## config.mk

```make
export PLATFORM = sky130hd
export DESIGN_NAME = ext_irq_ctrl
export DESIGN_NICKNAME = d
export VERILOG_FILES = /design/src/rtl/eic_pkg.sv /design/src/rtl/eic_sync.sv /design/src/rtl/eic_line.sv /design/src/rtl/ext_irq_ctrl.sv
export SDC_FILE = /design/constraint.sdc
export NUM_CORES = 1
export LEC_CHECK = 0
export ABC_AREA = 1
export ABC_CLOCK_PERIOD_IN_PS = 1440
export BUFFER_PORTS_ARGS = -buffer_cell sky130_fd_sc_hd__buf_2
export CAP_MARGIN = 15
export CORE_AREA = 3 3 209 211
export CTS_BUF_LIST = sky130_fd_sc_hd__clkbuf_2 sky130_fd_sc_hd__clkbuf_4 sky130_fd_sc_hd__clkbuf_8
export CTS_CLUSTER_SIZE = 40
export DETAILED_ROUTE_END_ITERATION = 12
export DIE_AREA = 0 0 212 214
export GPL_ROUTABILITY_DRIVEN = 0
export PLACE_DENSITY = 0.74
export SETUP_SLACK_MARGIN = 0.02
export SLEW_MARGIN = 20
export SYNTH_ARGS = -nofsm -noshare
export SYNTH_HDL_FRONTEND = slang
export SYNTH_SLANG_ARGS = --single-unit
```

## constraint.sdc

```tcl
create_clock -name clk -period 1.44 [get_ports clk]
set_input_delay 0.144 -clock clk [delete_from_list [all_inputs] [get_ports clk]]
set_output_delay 0.144 -clock clk [all_outputs]
set_load 0.01 [all_outputs]
```

## src/rtl/eic_pkg.sv

```systemverilog
package eic_pkg;
  localparam int ADDR_W   = 9;
  localparam int DATA_W   = 32;
  localparam int SENSE_W  = 6;
  localparam int WADDR_W  = ADDR_W - 2;

  // word offsets (byte offset / 4)
  localparam logic [WADDR_W-1:0] W_REQ    = 7'h00;
  localparam logic [WADDR_W-1:0] W_EN_CLR = 7'h01;
  localparam logic [WADDR_W-1:0] W_EN_SET = 7'h02;
  localparam logic [WADDR_W-1:0] W_DET    = 7'h40;
  localparam logic [WADDR_W-1:0] W_MON    = 7'h41;

  typedef enum logic [SENSE_W-1:0] {
    SNS_OFF  = 6'h00,
    SNS_LOW  = 6'h01,
    SNS_HIGH = 6'h02,
    SNS_FALL = 6'h04,
    SNS_RISE = 6'h08,
    SNS_BOTH = 6'h0C
  } sense_e;

  function automatic logic sense_hit(input logic [SENSE_W-1:0] code,
                                     input logic now, input logic prev);
    logic hit;
    case (code)
      SNS_LOW:  hit = !now;
      SNS_HIGH: hit = now;
      SNS_FALL: hit = prev && !now;
      SNS_RISE: hit = now && !prev;
      SNS_BOTH: hit = now ^ prev;
      default:  hit = 1'b0;
    endcase
    return hit;
  endfunction

  function automatic logic sense_known(input logic [SENSE_W-1:0] code);
    return (code == SNS_LOW) || (code == SNS_HIGH) || (code == SNS_FALL) ||
           (code == SNS_RISE) || (code == SNS_BOTH);
  endfunction
endpackage

```

## src/rtl/eic_sync.sv

```systemverilog
module eic_sync #(
  parameter int WIDTH  = 32,
  parameter int STAGES = 2
) (
  input  logic             clk,
  input  logic             rst_n,
  input  logic [WIDTH-1:0] din,
  output logic [WIDTH-1:0] dout,
  output logic [WIDTH-1:0] dout_prev
);
  localparam int NST = (STAGES < 2) ? 2 : STAGES;

  logic [WIDTH-1:0] chain [NST];
  logic [WIDTH-1:0] prev_q;

  always_ff @(posedge clk) begin
    if (!rst_n) chain[0] <= '0;
    else        chain[0] <= din;
  end

  for (genvar s = 1; s < NST; s++) begin : g_stage
    always_ff @(posedge clk) begin
      if (!rst_n) chain[s] <= '0;
      else        chain[s] <= chain[s-1];
    end
  end

  always_ff @(posedge clk) begin
    if (!rst_n) prev_q <= '0;
    else        prev_q <= chain[NST-1];
  end

  assign dout      = chain[NST-1];
  assign dout_prev = prev_q;

  // prev sample is the synced sample one cycle older
  assert_prev_tracks_R2: assert property (@(posedge clk) disable iff (!rst_n)
    $past(rst_n) |-> (dout_prev == $past(dout)));
endmodule

```

## src/rtl/eic_line.sv

```systemverilog
module eic_line
  import eic_pkg::*;
(
  input  logic               clk,
  input  logic               rst_n,
  input  logic               samp_now,
  input  logic               samp_prev,
  input  logic               cfg_we,
  input  logic [SENSE_W-1:0] cfg_wdata,
  input  logic               clr,
  output logic [SENSE_W-1:0] cfg_q,
  output logic               status_q
);
  logic hit;

  always_comb hit = sense_hit(cfg_q, samp_now, samp_prev);

  always_ff @(posedge clk) begin
    if (!rst_n)      cfg_q <= '0;
    else if (cfg_we) cfg_q <= cfg_wdata;
  end

  // a new event wins over a simultaneous clear
  always_ff @(posedge clk) begin
    if (!rst_n) status_q <= 1'b0;
    else        status_q <= (status_q && !clr) || hit;
  end

  // latched event survives until a clear
  assert_status_sticky_R5: assert property (@(posedge clk) disable iff (!rst_n)
    (status_q && !clr) |=> status_q);

  // unknown codes never raise an event
  assert_unknown_code_silent_R3: assert property (@(posedge clk) disable iff (!rst_n)
    (!sense_known(cfg_q) && !status_q) |=> !status_q);

  // level-high condition held means status set next cycle
  assert_level_high_sets_R4: assert property (@(posedge clk) disable iff (!rst_n)
    (cfg_q == SNS_HIGH && samp_now) |=> status_q);
endmodule

```

## src/rtl/ext_irq_ctrl.sv

```systemverilog
module ext_irq_ctrl
  import eic_pkg::*;
#(
  parameter int NUM_LINES   = 32,
  parameter int SYNC_STAGES = 2
) (
  input  logic                 clk,
  input  logic                 rst_n,
  input  logic [NUM_LINES-1:0] ext_lines,
  input  logic                 bus_rd,
  input  logic                 bus_wr,
  input  logic [ADDR_W-1:0]    bus_addr,
  input  logic [DATA_W-1:0]    bus_wdata,
  output logic [DATA_W-1:0]    bus_rdata,
  output logic [NUM_LINES-1:0] irq_out
);
  localparam int MAXL  = 32;
  localparam int IDX_W = $clog2(MAXL);

  logic [WADDR_W-1:0]   waddr;
  logic                 cfg_sel;
  logic [IDX_W-1:0]     cfg_idx;
  logic [NUM_LINES-1:0] samp, samp_prev;
  logic [NUM_LINES-1:0] status, en_q, clr_vec;
  logic [SENSE_W-1:0]   cfg_all [MAXL];
  logic [DATA_W-1:0]    rd_val;

  assign waddr   = bus_addr[ADDR_W-1:2];
  assign cfg_sel = (waddr[WADDR_W-1:WADDR_W-2] == 2'b11);
  assign cfg_idx = waddr[IDX_W-1:0];

  eic_sync #(.WIDTH(NUM_LINES), .STAGES(SYNC_STAGES)) u_sync (
    .clk(clk), .rst_n(rst_n), .din(ext_lines),
    .dout(samp), .dout_prev(samp_prev)
  );

  assign clr_vec = (bus_wr && waddr == W_DET) ? bus_wdata[NUM_LINES-1:0] : '0;

  for (genvar n = 0; n < MAXL; n++) begin : g_line
    if (n < NUM_LINES) begin : g_used
      logic [SENSE_W-1:0] cfg_n;
      eic_line u_line (
        .clk(clk), .rst_n(rst_n),
        .samp_now(samp[n]), .samp_prev(samp_prev[n]),
        .cfg_we(bus_wr && cfg_sel && cfg_idx == IDX_W'(n)),
        .cfg_wdata(bus_wdata[SENSE_W-1:0]),
        .clr(clr_vec[n]),
        .cfg_q(cfg_n), .status_q(status[n])
      );
      assign cfg_all[n] = cfg_n;
    end else begin : g_unused
      assign cfg_all[n] = '0;
    end
  end

  always_ff @(posedge clk) begin
    if (!rst_n) en_q <= '0;
    else if (bus_wr && waddr == W_EN_SET) en_q <= en_q | bus_wdata[NUM_LINES-1:0];
    else if (bus_wr && waddr == W_EN_CLR) en_q <= en_q & ~bus_wdata[NUM_LINES-1:0];
  end

  assign irq_out = status & en_q;

  always_comb begin
    rd_val = '0;
    if (cfg_sel)               rd_val[SENSE_W-1:0]   = cfg_all[cfg_idx];
    else if (waddr == W_REQ)   rd_val[NUM_LINES-1:0] = status & en_q;
    else if (waddr == W_EN_CLR) rd_val[NUM_LINES-1:0] = en_q;
    else if (waddr == W_DET)   rd_val[NUM_LINES-1:0] = status;
    else if (waddr == W_MON)   rd_val[NUM_LINES-1:0] = samp;
  end

  always_ff @(posedge clk) begin
    if (!rst_n)      bus_rdata <= '0;
    else if (bus_rd) bus_rdata <= rd_val;
  end

  // enable-set write leaves written bits enabled
  assert_en_set_R7: assert property (@(posedge clk) disable iff (!rst_n)
    (bus_wr && waddr == W_EN_SET) |=>
      ((en_q & $past(bus_wdata[NUM_LINES-1:0])) == $past(bus_wdata[NUM_LINES-1:0])));

  // enable-clear write drops written bits
  assert_en_clr_R8: assert property (@(posedge clk) disable iff (!rst_n)
    (bus_wr && waddr == W_EN_CLR) |=> ((en_q & $past(bus_wdata[NUM_LINES-1:0])) == '0));

  // config readback has zero upper bits
  assert_cfg_upper_zero_R3: assert property (@(posedge clk) disable iff (!rst_n)
    (bus_rd && cfg_sel) |=> (bus_rdata[DATA_W-1:SENSE_W] == '0));

  // data read is captured on the strobe edge
  assert_rdata_hold_R10: assert property (@(posedge clk) disable iff (!rst_n)
    (!bus_rd && $past(rst_n)) |=> $stable(bus_rdata));
endmodule

```

==> impl_metrics.json <==
{
  "min_period_ns": 1.388,
  "tightestPinTransition_ns": 0.5332,
  "min-delay-start": "bus_addr[6]",
  "status": "complete, no violations",
  "regArea_sq_um": 7757,
  "skew_ns": 0.03531,
  "power_w": 0.02244,
  "routed_via_density": 5.503,
  "routed_wl_um": 60780,
  "die_h_um": 214,
  "clk_latency_ns": 0.62,
  "netlist_area_sq_um": 18320,
  "synth.avg_cell_area_sq_um": 6.852,
  "h-tree-depth": 3,
  "grt_pass1_vias": 18470,
  "cts_sinks": 384,
  "hold_viol": 0,
  "cp.arrival_ns": 1.24,
  "path_max_fanout": 3,
  "ys_types": 25,
  "slew_viol_final": 0,
  "syn-num-nets": 2815,
  "drive_above_1_share_pct": 15.70,
  "wire_per_inst_um": 17.27,
  "endpoint_kind": "output port",
  "grt_use_total_pct": 25.97,
  "whs_ns": 0.1386,
  "max_slew_margin_pct": 64.41,
  "ant_nets": 0,
  "io_pins": 141,
  "synthCells": 2674,
  "syn_to_final_growth_pct": 22.74,
  "setup_viol": 0,
  "cap_violations": 0,
  "powerDensity_nw_per_um2": 997.8,
  "rows": 75,
  "die_w_um": 212,
  "start_util_pct": 43.68,
  "hp-class": "in -> reg",
  "wl_met3_um": 5684,
  "wl_met1_um": 24920,
  "critPathLaunch": "g_line[3].g_used.u_line.status_q$_SDFF_PN0_",
  "vias": 19370,
  "multi_input_area_sq_um": 8906,
  "cp.required_ns": 1.30,
  "rr_startpoint": "u_sync.chain[1][5]$_SDFF_PN0_",
  "nets": 3082,
  "antenna_found_initial": 1,
  "grt_pass1_wl_um": 95450,
  "vdd_drop_max_mv": 0.6319,
  "rsz0062_at_grt": "true",
  "tritoncts": "yes",
  "wl_met2_um": 27350,
  "fill_cells": 3874,
  "leakagePower_nw": 10.55,
  "ys_seq_elements": 384,
  "ys_seq_area_share_pct": 41.96,
  "drc_errors": 0,
  "io_buffers": 138,
  "setup_slack_ns": 0.05222,
  "cts-buffers-inserted": 67,
  "top_layer_used": "met4",
  "clockRootBuffer": "clkbuf_8",
  "crit_type": "reg -> out",
  "design.core.area_sq_um": 41950,
  "clkTransAtPathRegs_ns": 0.06,
  "dieArea_sq_um": 45370,
  "finalCritPeriodShare_pct": 96.37,
  "cts_max_path_buffers": 3,
  "yosys_warnings": 0,
  "grt_overflow": 0,
  "drtIter0Drc": 2108,
  "grt_max_degree": 85,
  "fmax_ghz": 0.7206,
  "dp_hpwl_um": 42750,
  "placed_area_sq_um": 20280,
  "firstDrtPassIters": 7,
  "finish.instance_area_sq_um": 22490,
  "post-place-ws_ns": -0.3714,
  "startpoint_type": "register"
}
-- report_power, final --
group	total, W	internal [W]	switching, W
clock network	0.00993	0.00557	0.00436
logic	0.00159	0.000597	0.000997
registers	0.0109	0.0108	0.000128
total	0.0224	0.0170	0.00548
-- cell usage after synthesis --
master / instances / share of area (%)
a21boi_0: 5 / 0.20
a21oi_1: 380 / 10
buf_1: 4 / 0.082
buf_2: 46 / 1.3
clkbuf_1: 101 / 2.1
clkinv_1: 7 / 0.14
dfxtp_1: 384 / 42
ha_1: 64 / 4.4
inv_1: 292 / 6.0
inv_2: 10 / 0.20
nand2_1: 675 / 14
nand2_2: 1 / 0.034
nand3_1: 33 / 0.90
nand4_1: 10 / 0.34
nor2_1: 188 / 3.9
nor2_2: 3 / 0.10
nor2_4: 2 / 0.12
nor3_1: 44 / 1.2
nor3_2: 1 / 0.055
o2111ai_1: 28 / 1.3
o211ai_1: 14 / 0.57
o21a_1: 15 / 0.61
o21ai_0: 285 / 7.8
o21ai_1: 56 / 1.5
o31ai_1: 26 / 1.1
-- cells by family (layout without fill, tap and decap cells) --
group	Yosys count	after routing	synth area share, %
DFF	384	384	41.96
and+or+nand+nor	957	957	20.44
buffers and inverters	460	766	9.738
other	0	1	0
AOI/OAI and AO/OA	809	809	23.49
adders and majority gates	64	64	4.371
-- metrics by stage --
stage / TNS (ns) / cells / utilization, %
after floorplan: 0 / 2674 / -
after global placement: -33.29 / 3334 / 48.36
after detailed placement: -42.24 / 3334 / 48.36
after CTS: 0 / 3517 / 53.34
after global routing: 0 / 3520 / 53.61
final: 0 / 3520 / 53.61
-- path summary, 6_finish.rpt --
check | depth (start not counted) | slack (ns) | end
hold / removal | 6 | 0.14 | bus_rdata[1]$_SDFFE_PN0P_
setup / recovery | 3 | 0.05 | irq_out[3]
setup reg to reg | 6 | 0.09 | g_line[5].g_used.u_line.status_q$_SDFF_PN0_
hold reg to reg | 2 | 0.40 | u_sync.chain[1][12]$_SDFF_PN0_
-- sequential cells by signal, indices dropped and copies added (netlist names), named ones only --
| signal | flops |
|---|---|
| bus_rdata | 32 |
| g_line.g_used.u_line.cfg_q | 192 |
| u_sync.dout_prev | 32 |
| u_sync.chain | 64 |
| g_line.g_used.u_line.status_q | 32 |
-- what timing repair did --
item,4_1_cts,5_1_grt
hold buffers,75,0
setup endpoints to repair,8,33
gates resized for setup,17,56
pin swaps,0,1
hold endpoints to repair,101,0
setup buffers,0,2
-- routing by layer --
metal,track usage [%],vias to the layer above
met2,41.43,908
met1,33.16,9006
li1,-,9250
met5,0,-
met3,6.078,208
met4,12.19,0
-- worst max-delay path, stage by stage (launching register included) --
cell	delay [ns]
dfxtp_2	0.38
nand2_4	0.09
inv_1	0.05
buf_2	0.12
-- cell usage in the layout, fill, tap and decap left out --
master and n:
buf_6 3, nor3_1 44, clkinv_2 7, nand3_1 33
nand2_1 666, nor3_4 1, dfxtp_2 53, o21ai_0 284
clkinvlp_4 1, inv_2 12, o31ai_1 26, buf_12 15
dlygate4sd3_1 75, clkbuf_4 19, o21a_1 15, a21boi_0 5
buf_4 121, ha_1 64, nand4_1 10, dfxtp_4 1
a21oi_1 380, o2111ai_1 28, diode_2 1, dfxtp_1 330
nor2_4 3, nand2_2 7, nor2_2 5, o21ai_1 57
clkinv_1 6, o211ai_1 14, nand2_4 3, inv_1 290
nor2_1 185, clkbuf_8 83, buf_2 134
-- final cells by class --
type                            instances  area share (%)
Multi-Input combinational cell       1830           39.60
Sequential cell                       384           34.50
Timing Repair Buffer                  349           11.91
Clock buffer                          101           5.653
Inverter                              309           5.163
Tap cell                              539           2.999
Clock inverter                          7          0.1669
Antenna cell                            1         0.01113
Power figures use the tool's default switching activity.
